$ cat config.mk
export PLATFORM = sky130hd
export DESIGN_NAME = sflash_seq
export DESIGN_NICKNAME = d
export VERILOG_FILES = /design/src/rtl/sflash_pkg.sv /design/src/rtl/sflash_tick.sv /design/src/rtl/sflash_gap.sv /design/src/rtl/sflash_byte_sel.sv /design/src/rtl/sflash_seq.sv
export SDC_FILE = /design/constraint.sdc
export NUM_CORES = 1
export LEC_CHECK = 0
export ABC_AREA = 1
export BUFFER_PORTS_ARGS = -buffer_cell sky130_fd_sc_hd__buf_2
export CORE_ASPECT_RATIO = 0.8
export CORE_MARGIN = 4
export CORE_UTILIZATION = 55
export DETAILED_ROUTE_END_ITERATION = 7
export PLACE_DENSITY_LB_ADDON = 0.05
export SLEW_MARGIN = 20
export SYNTH_ARGS = -nofsm -noshare
export SYNTH_HDL_FRONTEND = slang
export SYNTH_SLANG_ARGS = --single-unit
export TNS_END_PERCENT = 10
$ cat constraint.sdc
create_clock -name clk_i -period 6.9 [get_ports clk_i]
set_clock_uncertainty 0.15 [all_clocks]
set_input_delay 1.38 -clock clk_i [delete_from_list [all_inputs] [get_ports clk_i]]
set_output_delay 1.38 -clock clk_i [all_outputs]
set_load 0.1 [all_outputs]
$ cat src/rtl/sflash_pkg.sv
package sflash_pkg;
  localparam int unsigned NBANK   = 2;
  localparam int unsigned BANK_W  = $clog2(NBANK);
  localparam int unsigned PRESC_W = 7;
  localparam int unsigned HOLD_W  = 8;
  localparam int unsigned TCS_W   = 4;
  localparam int unsigned LEN_W   = 8;
  localparam int unsigned ADDR_W  = 24;
  localparam int unsigned IDX_W   = LEN_W + 1;   // opcode + 3 addr + dummy + data
  localparam int unsigned GAP_W   = HOLD_W + 2;

  localparam logic [7:0] OP_RD_NORM = 8'h03;
  localparam logic [7:0] OP_RD_FAST = 8'h0B;

  typedef enum logic [1:0] {ST_IDLE, ST_SHIFT, ST_HOLD, ST_DESEL} seq_st_e;

  typedef struct packed {
    logic [NBANK-1:0]   alen2;
    logic [HOLD_W-1:0]  hold;
    logic [PRESC_W-1:0] presc;
    logic [TCS_W-1:0]   tcs;
  } seq_cfg_t;
endpackage

$ cat src/rtl/sflash_tick.sv
module sflash_tick #(
  parameter int unsigned W = 7
) (
  input  logic         clk_i,
  input  logic         rst_ni,
  input  logic         run_i,
  input  logic [W-1:0] div_i,
  output logic         tick_o
);
  logic [W-1:0] cnt_q;

  assign tick_o = run_i && (cnt_q == div_i);

  always_ff @(posedge clk_i or negedge rst_ni) begin
    if (!rst_ni)              cnt_q <= '0;
    else if (!run_i || tick_o) cnt_q <= '0;
    else                      cnt_q <= cnt_q + 1'b1;
  end
endmodule

$ cat src/rtl/sflash_gap.sv
module sflash_gap #(
  parameter int unsigned W = 10
) (
  input  logic         clk_i,
  input  logic         rst_ni,
  input  logic         load_i,
  input  logic [W-1:0] load_val_i,
  input  logic         tick_i,
  output logic         expire_o
);
  logic [W-1:0] cnt_q;

  assign expire_o = tick_i && (cnt_q == W'(1));

  always_ff @(posedge clk_i or negedge rst_ni) begin
    if (!rst_ni)                    cnt_q <= '0;
    else if (load_i)                cnt_q <= load_val_i;
    else if (tick_i && cnt_q != '0) cnt_q <= cnt_q - 1'b1;
  end
endmodule

$ cat src/rtl/sflash_byte_sel.sv
module sflash_byte_sel
  import sflash_pkg::*;
(
  input  logic [IDX_W-1:0]  idx_i,
  input  logic [IDX_W-1:0]  hdr_i,
  input  logic              alen2_i,
  input  logic [ADDR_W-1:0] addr_i,
  input  logic              write_i,
  input  logic [7:0]        wdata_i,
  output logic [7:0]        byte_o,
  output logic              data_o
);
  logic [ADDR_W-1:0] aligned;

  always_comb begin
    aligned = alen2_i ? {addr_i[15:0], 8'h00} : addr_i;
    data_o  = (idx_i >= hdr_i);
    byte_o  = 8'h00;                          // dummy and read-phase filler
    if (data_o) begin
      if (write_i) byte_o = wdata_i;
    end else if (idx_i == IDX_W'(1)) begin
      byte_o = aligned[23:16];
    end else if (idx_i == IDX_W'(2)) begin
      byte_o = aligned[15:8];
    end else if (idx_i == IDX_W'(3) && !alen2_i) begin
      byte_o = aligned[7:0];
    end
  end
endmodule

$ cat src/rtl/sflash_seq.sv
module sflash_seq
  import sflash_pkg::*;
#(
  parameter logic [TCS_W-1:0] TCS_RST = 4'd5
) (
  input  logic               clk_i,
  input  logic               rst_ni,
  input  logic [NBANK-1:0]   cfg_alen2_i,
  input  logic [HOLD_W-1:0]  cfg_hold_i,
  input  logic               cfg_fast_i,
  input  logic [PRESC_W-1:0] cfg_presc_i,
  input  logic [TCS_W-1:0]   cfg_tcs_i,
  input  logic               req_valid_i,
  output logic               req_ready_o,
  input  logic [BANK_W-1:0]  req_bank_i,
  input  logic               req_write_i,
  input  logic [7:0]         req_opcode_i,
  input  logic [ADDR_W-1:0]  req_addr_i,
  input  logic [LEN_W-1:0]   req_len_i,
  input  logic [7:0]         wdata_i,
  output logic               wdata_take_o,
  output logic [7:0]         rdata_o,
  output logic               rdata_valid_o,
  output logic               busy_o,
  output logic               done_o,
  output logic               sck_o,
  output logic [NBANK-1:0]   cs_no,
  output logic               mosi_o,
  input  logic               miso_i
);
  seq_st_e           st_q;
  seq_cfg_t          cfg_q;
  logic [BANK_W-1:0] bank_q;
  logic              write_q;
  logic [ADDR_W-1:0] addr_q;
  logic [LEN_W-1:0]  len_q;
  logic              sck_q;
  logic [NBANK-1:0]  cs_q;
  logic [7:0]        sh_q, rx_q, rdata_q;
  logic [2:0]        bit_q;
  logic [IDX_W-1:0]  idx_q, hdr_q;
  logic              rvalid_q, done_q;

  logic              tick, gap_exp, gap_load;
  logic [GAP_W-1:0]  gap_val, tcs_p1;
  logic              accept, byte_end, is_last, nxt_data;
  logic [IDX_W-1:0]  nxt_idx, last_idx, new_hdr;
  logic [7:0]        nxt_byte, op0;

  assign accept   = (st_q == ST_IDLE) && req_valid_i;
  assign byte_end = (st_q == ST_SHIFT) && tick && sck_q && (bit_q == 3'd7);
  assign nxt_idx  = idx_q + IDX_W'(1);
  assign last_idx = hdr_q + IDX_W'(len_q) - IDX_W'(1);
  assign is_last  = (idx_q == last_idx);
  assign new_hdr  = IDX_W'(1) + (cfg_alen2_i[req_bank_i] ? IDX_W'(2) : IDX_W'(3))
                  + IDX_W'(cfg_fast_i && !req_write_i);
  assign op0      = req_write_i ? req_opcode_i : (cfg_fast_i ? OP_RD_FAST : OP_RD_NORM);

  assign tcs_p1   = GAP_W'(cfg_q.tcs) + GAP_W'(1);
  assign gap_load = byte_end && (is_last || cfg_q.hold != '0);
  assign gap_val  = is_last ? {tcs_p1[GAP_W-2:0], 1'b0} : {GAP_W'(cfg_q.hold) << 1};

  sflash_tick #(.W(PRESC_W)) u_tick (
    .clk_i, .rst_ni, .run_i(st_q != ST_IDLE), .div_i(cfg_q.presc), .tick_o(tick)
  );

  sflash_gap #(.W(GAP_W)) u_gap (
    .clk_i, .rst_ni, .load_i(gap_load), .load_val_i(gap_val), .tick_i(tick),
    .expire_o(gap_exp)
  );

  sflash_byte_sel u_sel (
    .idx_i(nxt_idx), .hdr_i(hdr_q), .alen2_i(cfg_q.alen2[bank_q]), .addr_i(addr_q),
    .write_i(write_q), .wdata_i, .byte_o(nxt_byte), .data_o(nxt_data)
  );

  always_ff @(posedge clk_i or negedge rst_ni) begin
    if (!rst_ni) begin
      st_q     <= ST_IDLE;
      cfg_q    <= '{alen2: '0, hold: '0, presc: '0, tcs: TCS_RST};
      bank_q   <= '0;
      write_q  <= 1'b0;
      addr_q   <= '0;
      len_q    <= '0;
      sck_q    <= 1'b0;
      cs_q     <= '1;
      sh_q     <= '0;
      rx_q     <= '0;
      rdata_q  <= '0;
      bit_q    <= '0;
      idx_q    <= '0;
      hdr_q    <= '0;
      rvalid_q <= 1'b0;
      done_q   <= 1'b0;
    end else begin
      rvalid_q <= 1'b0;
      done_q   <= 1'b0;
      unique case (st_q)
        ST_IDLE: if (accept) begin
          st_q    <= ST_SHIFT;
          cfg_q   <= '{alen2: cfg_alen2_i, hold: cfg_hold_i, presc: cfg_presc_i, tcs: cfg_tcs_i};
          bank_q  <= req_bank_i;
          write_q <= req_write_i;
          addr_q  <= req_addr_i;
          len_q   <= req_len_i;
          hdr_q   <= new_hdr;
          idx_q   <= '0;
          bit_q   <= '0;
          sck_q   <= 1'b0;
          sh_q    <= op0;
          cs_q    <= ~(NBANK'(1) << req_bank_i);
        end
        ST_SHIFT: if (tick) begin
          if (!sck_q) begin
            sck_q <= 1'b1;
            rx_q  <= {rx_q[6:0], miso_i};
          end else begin
            sck_q <= 1'b0;
            if (bit_q != 3'd7) begin
              bit_q <= bit_q + 3'd1;
              sh_q  <= {sh_q[6:0], 1'b0};
            end else begin
              bit_q <= '0;
              if (idx_q >= hdr_q && !write_q) begin
                rdata_q  <= rx_q;
                rvalid_q <= 1'b1;
              end
              if (is_last) begin
                cs_q   <= '1;
                done_q <= 1'b1;
                st_q   <= ST_DESEL;
              end else begin
                idx_q <= nxt_idx;
                sh_q  <= nxt_byte;
                if (cfg_q.hold != '0) st_q <= ST_HOLD;
              end
            end
          end
        end
        ST_HOLD:  if (gap_exp) st_q <= ST_SHIFT;
        ST_DESEL: if (gap_exp) st_q <= ST_IDLE;
        default:  st_q <= ST_IDLE;
      endcase
    end
  end

  assign req_ready_o   = (st_q == ST_IDLE);
  assign busy_o        = (st_q != ST_IDLE);
  assign wdata_take_o  = byte_end && !is_last && nxt_data && write_q;
  assign rdata_o       = rdata_q;
  assign rdata_valid_o = rvalid_q;
  assign done_o        = done_q;
  assign sck_o         = sck_q;
  assign cs_no         = cs_q;
  assign mosi_o        = sh_q[7];
endmodule

==> results.yml <==
run_status:
  status: "completed"
yosys:
  synth-seq-cells: 118
  synth_edf_count: 0
  synth_area_leaders: "dfrtp_1 41%, nand2_1 19%, inv_1 5.3%"
  ys_seq_area_share_pct: 42.0
  yosysMostFrequentCell: "nand2_1"
  synthTopCellsByCount: "355 x nand2_1, 114 x dfrtp_1, 100 x inv_1, 71 x nand3_1, 61 x o21ai_0"
  ys.flop_type: "dfrtp_1"
  syn-cell-area_um2: 7030
  ys_types: 46
  syn_inst: 943
  ys_warn_count: 0
  synth_nets: 1047
  synth_top_area_share_pct: 40.6
  async_reset_ff_share_pct: 100
  postSynthAreaPerCell_um2: 7.46
  yosysTopAreaCell: "dfrtp_1"
floorplanning:
  ios: 93
  core-area_um2: 12300
  start_util_pct: 57.0
  fp.dieH_um: 109
  dieArea_um2: 14700
  row_count: 36
  die-width_um: 134
grt:
  antenna_found_initial: 0
  grt_pass1_wl_um: 29100
  grt_usage_pct: 25.3
  grt_overflow: 0
  grt_pass1_vias: 5866
  grt_start_max_net_pins: 79
critical_path:
  crit_top_cell: "inv_1"
  cp-end-kind: "output pin"
  criticalPathCategory: "register to output pin"
  worstPathArrival_ps: 3350
  worst_r2r_path_depth: 16
  slowest_delay_ps: 490
  cp_top_family: "adder cells"
  required_ps: 5370
  cp_cell_sequence: "inv_1, ha_1, inv_1, ha_1, inv_1, fa_1, xor2_1, nand3_1, nor2_1, nand3_1, a21oi_2, nand3_4, nand4_1, inv_1, buf_2"
  cp_num_cells: 15
  worst-path-buf-inv: 5
  crit_fanout: 17
  cp-start-kind: "register"
  critPathSlowestCell: "fa_1"
clocking:
  tritoncts: "built"
  clkSlewWorstSetupHoldPaths_ps: 60
  numCtsBuffers: 17
  ctsResizeCount: 0
  insertion_delay_ps: 430
  hold_buffers: 0
  clock-sinks: 118
  cts_setup_buffers: 0
  htreeDepth: 4
  cts_buffer_depth: 2
  ctsRootBufferMaster: "clkbuf_16"
timing:
  rsz0062_at_grt: "false"
  tightestPinTransition_ps: 788
  drv_slew: 0
  maxSlewHeadroom_pct: 47.4
  fmax_mhz: 205
  setup_viol: 0
  period_minus_slack_ps: 4880
  finalSetupTns_ps: 0
  hold_viol_final: 0
  fin_crit_sh_pct: 70.8
finish:
  areaGrowthSynthToFinish_pct: 16.1
  stdcell_count: 1211
  antennaDiodeCount: 0
  drive_gt1_share_pct: 15.8
  finalNetCount: 1131
  final_cell_area_um2: 8160
route:
  via_per_inst: 5.17
  drt_pass1_iterations: 5
  drc: 0
  route.detailed.wl_per_inst_um: 14.3
  antenna_left: 0
  drt-initial-drc-count: 320
  vias: 6265
  routed_wl_um: 17300
run:
  max-cap-violations: 0
min_path:
  hp-class: "register to register"
  holdPathStages: 2
placed_design:
  dp.cells: 1179
  postPlaceCellArea_um2: 7570
  dp_hpwl_um: 12500
  place.gp.congestion: 0.863
  port_buffers: 92
power:
  p_per_area_nw_per_um2: 235
  p_leak_uw: 0.00430
  ir_drop_uv: 246
==> sequential cells by signal (all words and copies together) (netlist names), 2 cells and up <==
signal        flops
u_tick.cnt_q      7
cfg_q            21
bit_q             3
st_q              2
u_gap.cnt_q      10
cs_no             2
hdr_q             3
len_q             8
rx_q              8
rdata_o           8
idx_q             9
addr_q           24
sh_q              8
==> worst min-delay path: cells and delay by family (launching register included) <==
family        cells  cell delay [ps]
flops             1              340
simple gates      2              100
==> per-stage QoR <==
stage	setup WS, ps	hold WS (ps)	total power (uW)	util, %
floorplan	2550	287	954	-
global placement	2550	307	1030	61.4
detailed placement	2460	310	1040	61.4
CTS	1980	324	1930	66.1
global route	1730	350	2010	66.1
finish	2020	323	1920	66.1
==> logic make-up after synthesis <==
| family | share of synthesized area, % |
|---|---|
| flip-flops | 42.0 |
| AO/OA/AOI/OAI | 8.75 |
| AND/OR/NAND/NOR | 32.5 |
| buffers and inverters | 8.02 |
| XOR/XNOR | 3.63 |
| adder cells (fa/ha/maj) | 5.09 |
==> metal layers <==
metal,vias up,GRT usage (%),wire (um),part of all wire [%]
li1,3178,-,-,-
met1,2890,38.4,8830,51
met4,0,5.96,180,1.0
met3,20,6.23,1040,6.0
met5,-,0,0,0
met2,177,36.5,7260,42
==> layout make-up <==
class,instances,area (um^2)
inverters,105,397
multi-input cells,690,3520
fillers,1129,4180
repair buffers,95,485
well taps,171,214
flip-flops and latches,118,2960
clock buffers,20,437
clock inverters,12,154
==> layout by cell type, fill, tap and decap left out, types with 15 or more instances in the layout <==
| master | count |
|---|---|
| nand3_1 | 71 |
| nor2_1 | 39 |
| ha_1 | 27 |
| buf_2 | 91 |
| xnor2_1 | 15 |
| dfrtp_1 | 114 |
| nand4_1 | 20 |
| o21ai_0 | 61 |
| inv_1 | 100 |
| clkbuf_16 | 17 |
| nand2_1 | 355 |
==> where the power goes <==
group	internal [uW]	switching [uW]	total [uW]
Combinational	107	148	255
Clock	566	322	888
Sequential	735	37.3	772
==> final timing paths <==
kind,from,to,slack (ps)
worst max-delay path,hdr_q[1],wdata_take_o,2020
worst min-delay path,addr_q[17],addr_q[17],320
worst max register to register,hdr_q[1],u_gap.cnt_q[8],3710
worst min register to register,addr_q[17],addr_q[17],320
max in group asynchronous,rst_ni,u_gap.cnt_q[3],4470
min in group asynchronous,rst_ni,len_q[3],870
No activity file was read; power rests on OpenSTA's default activity.
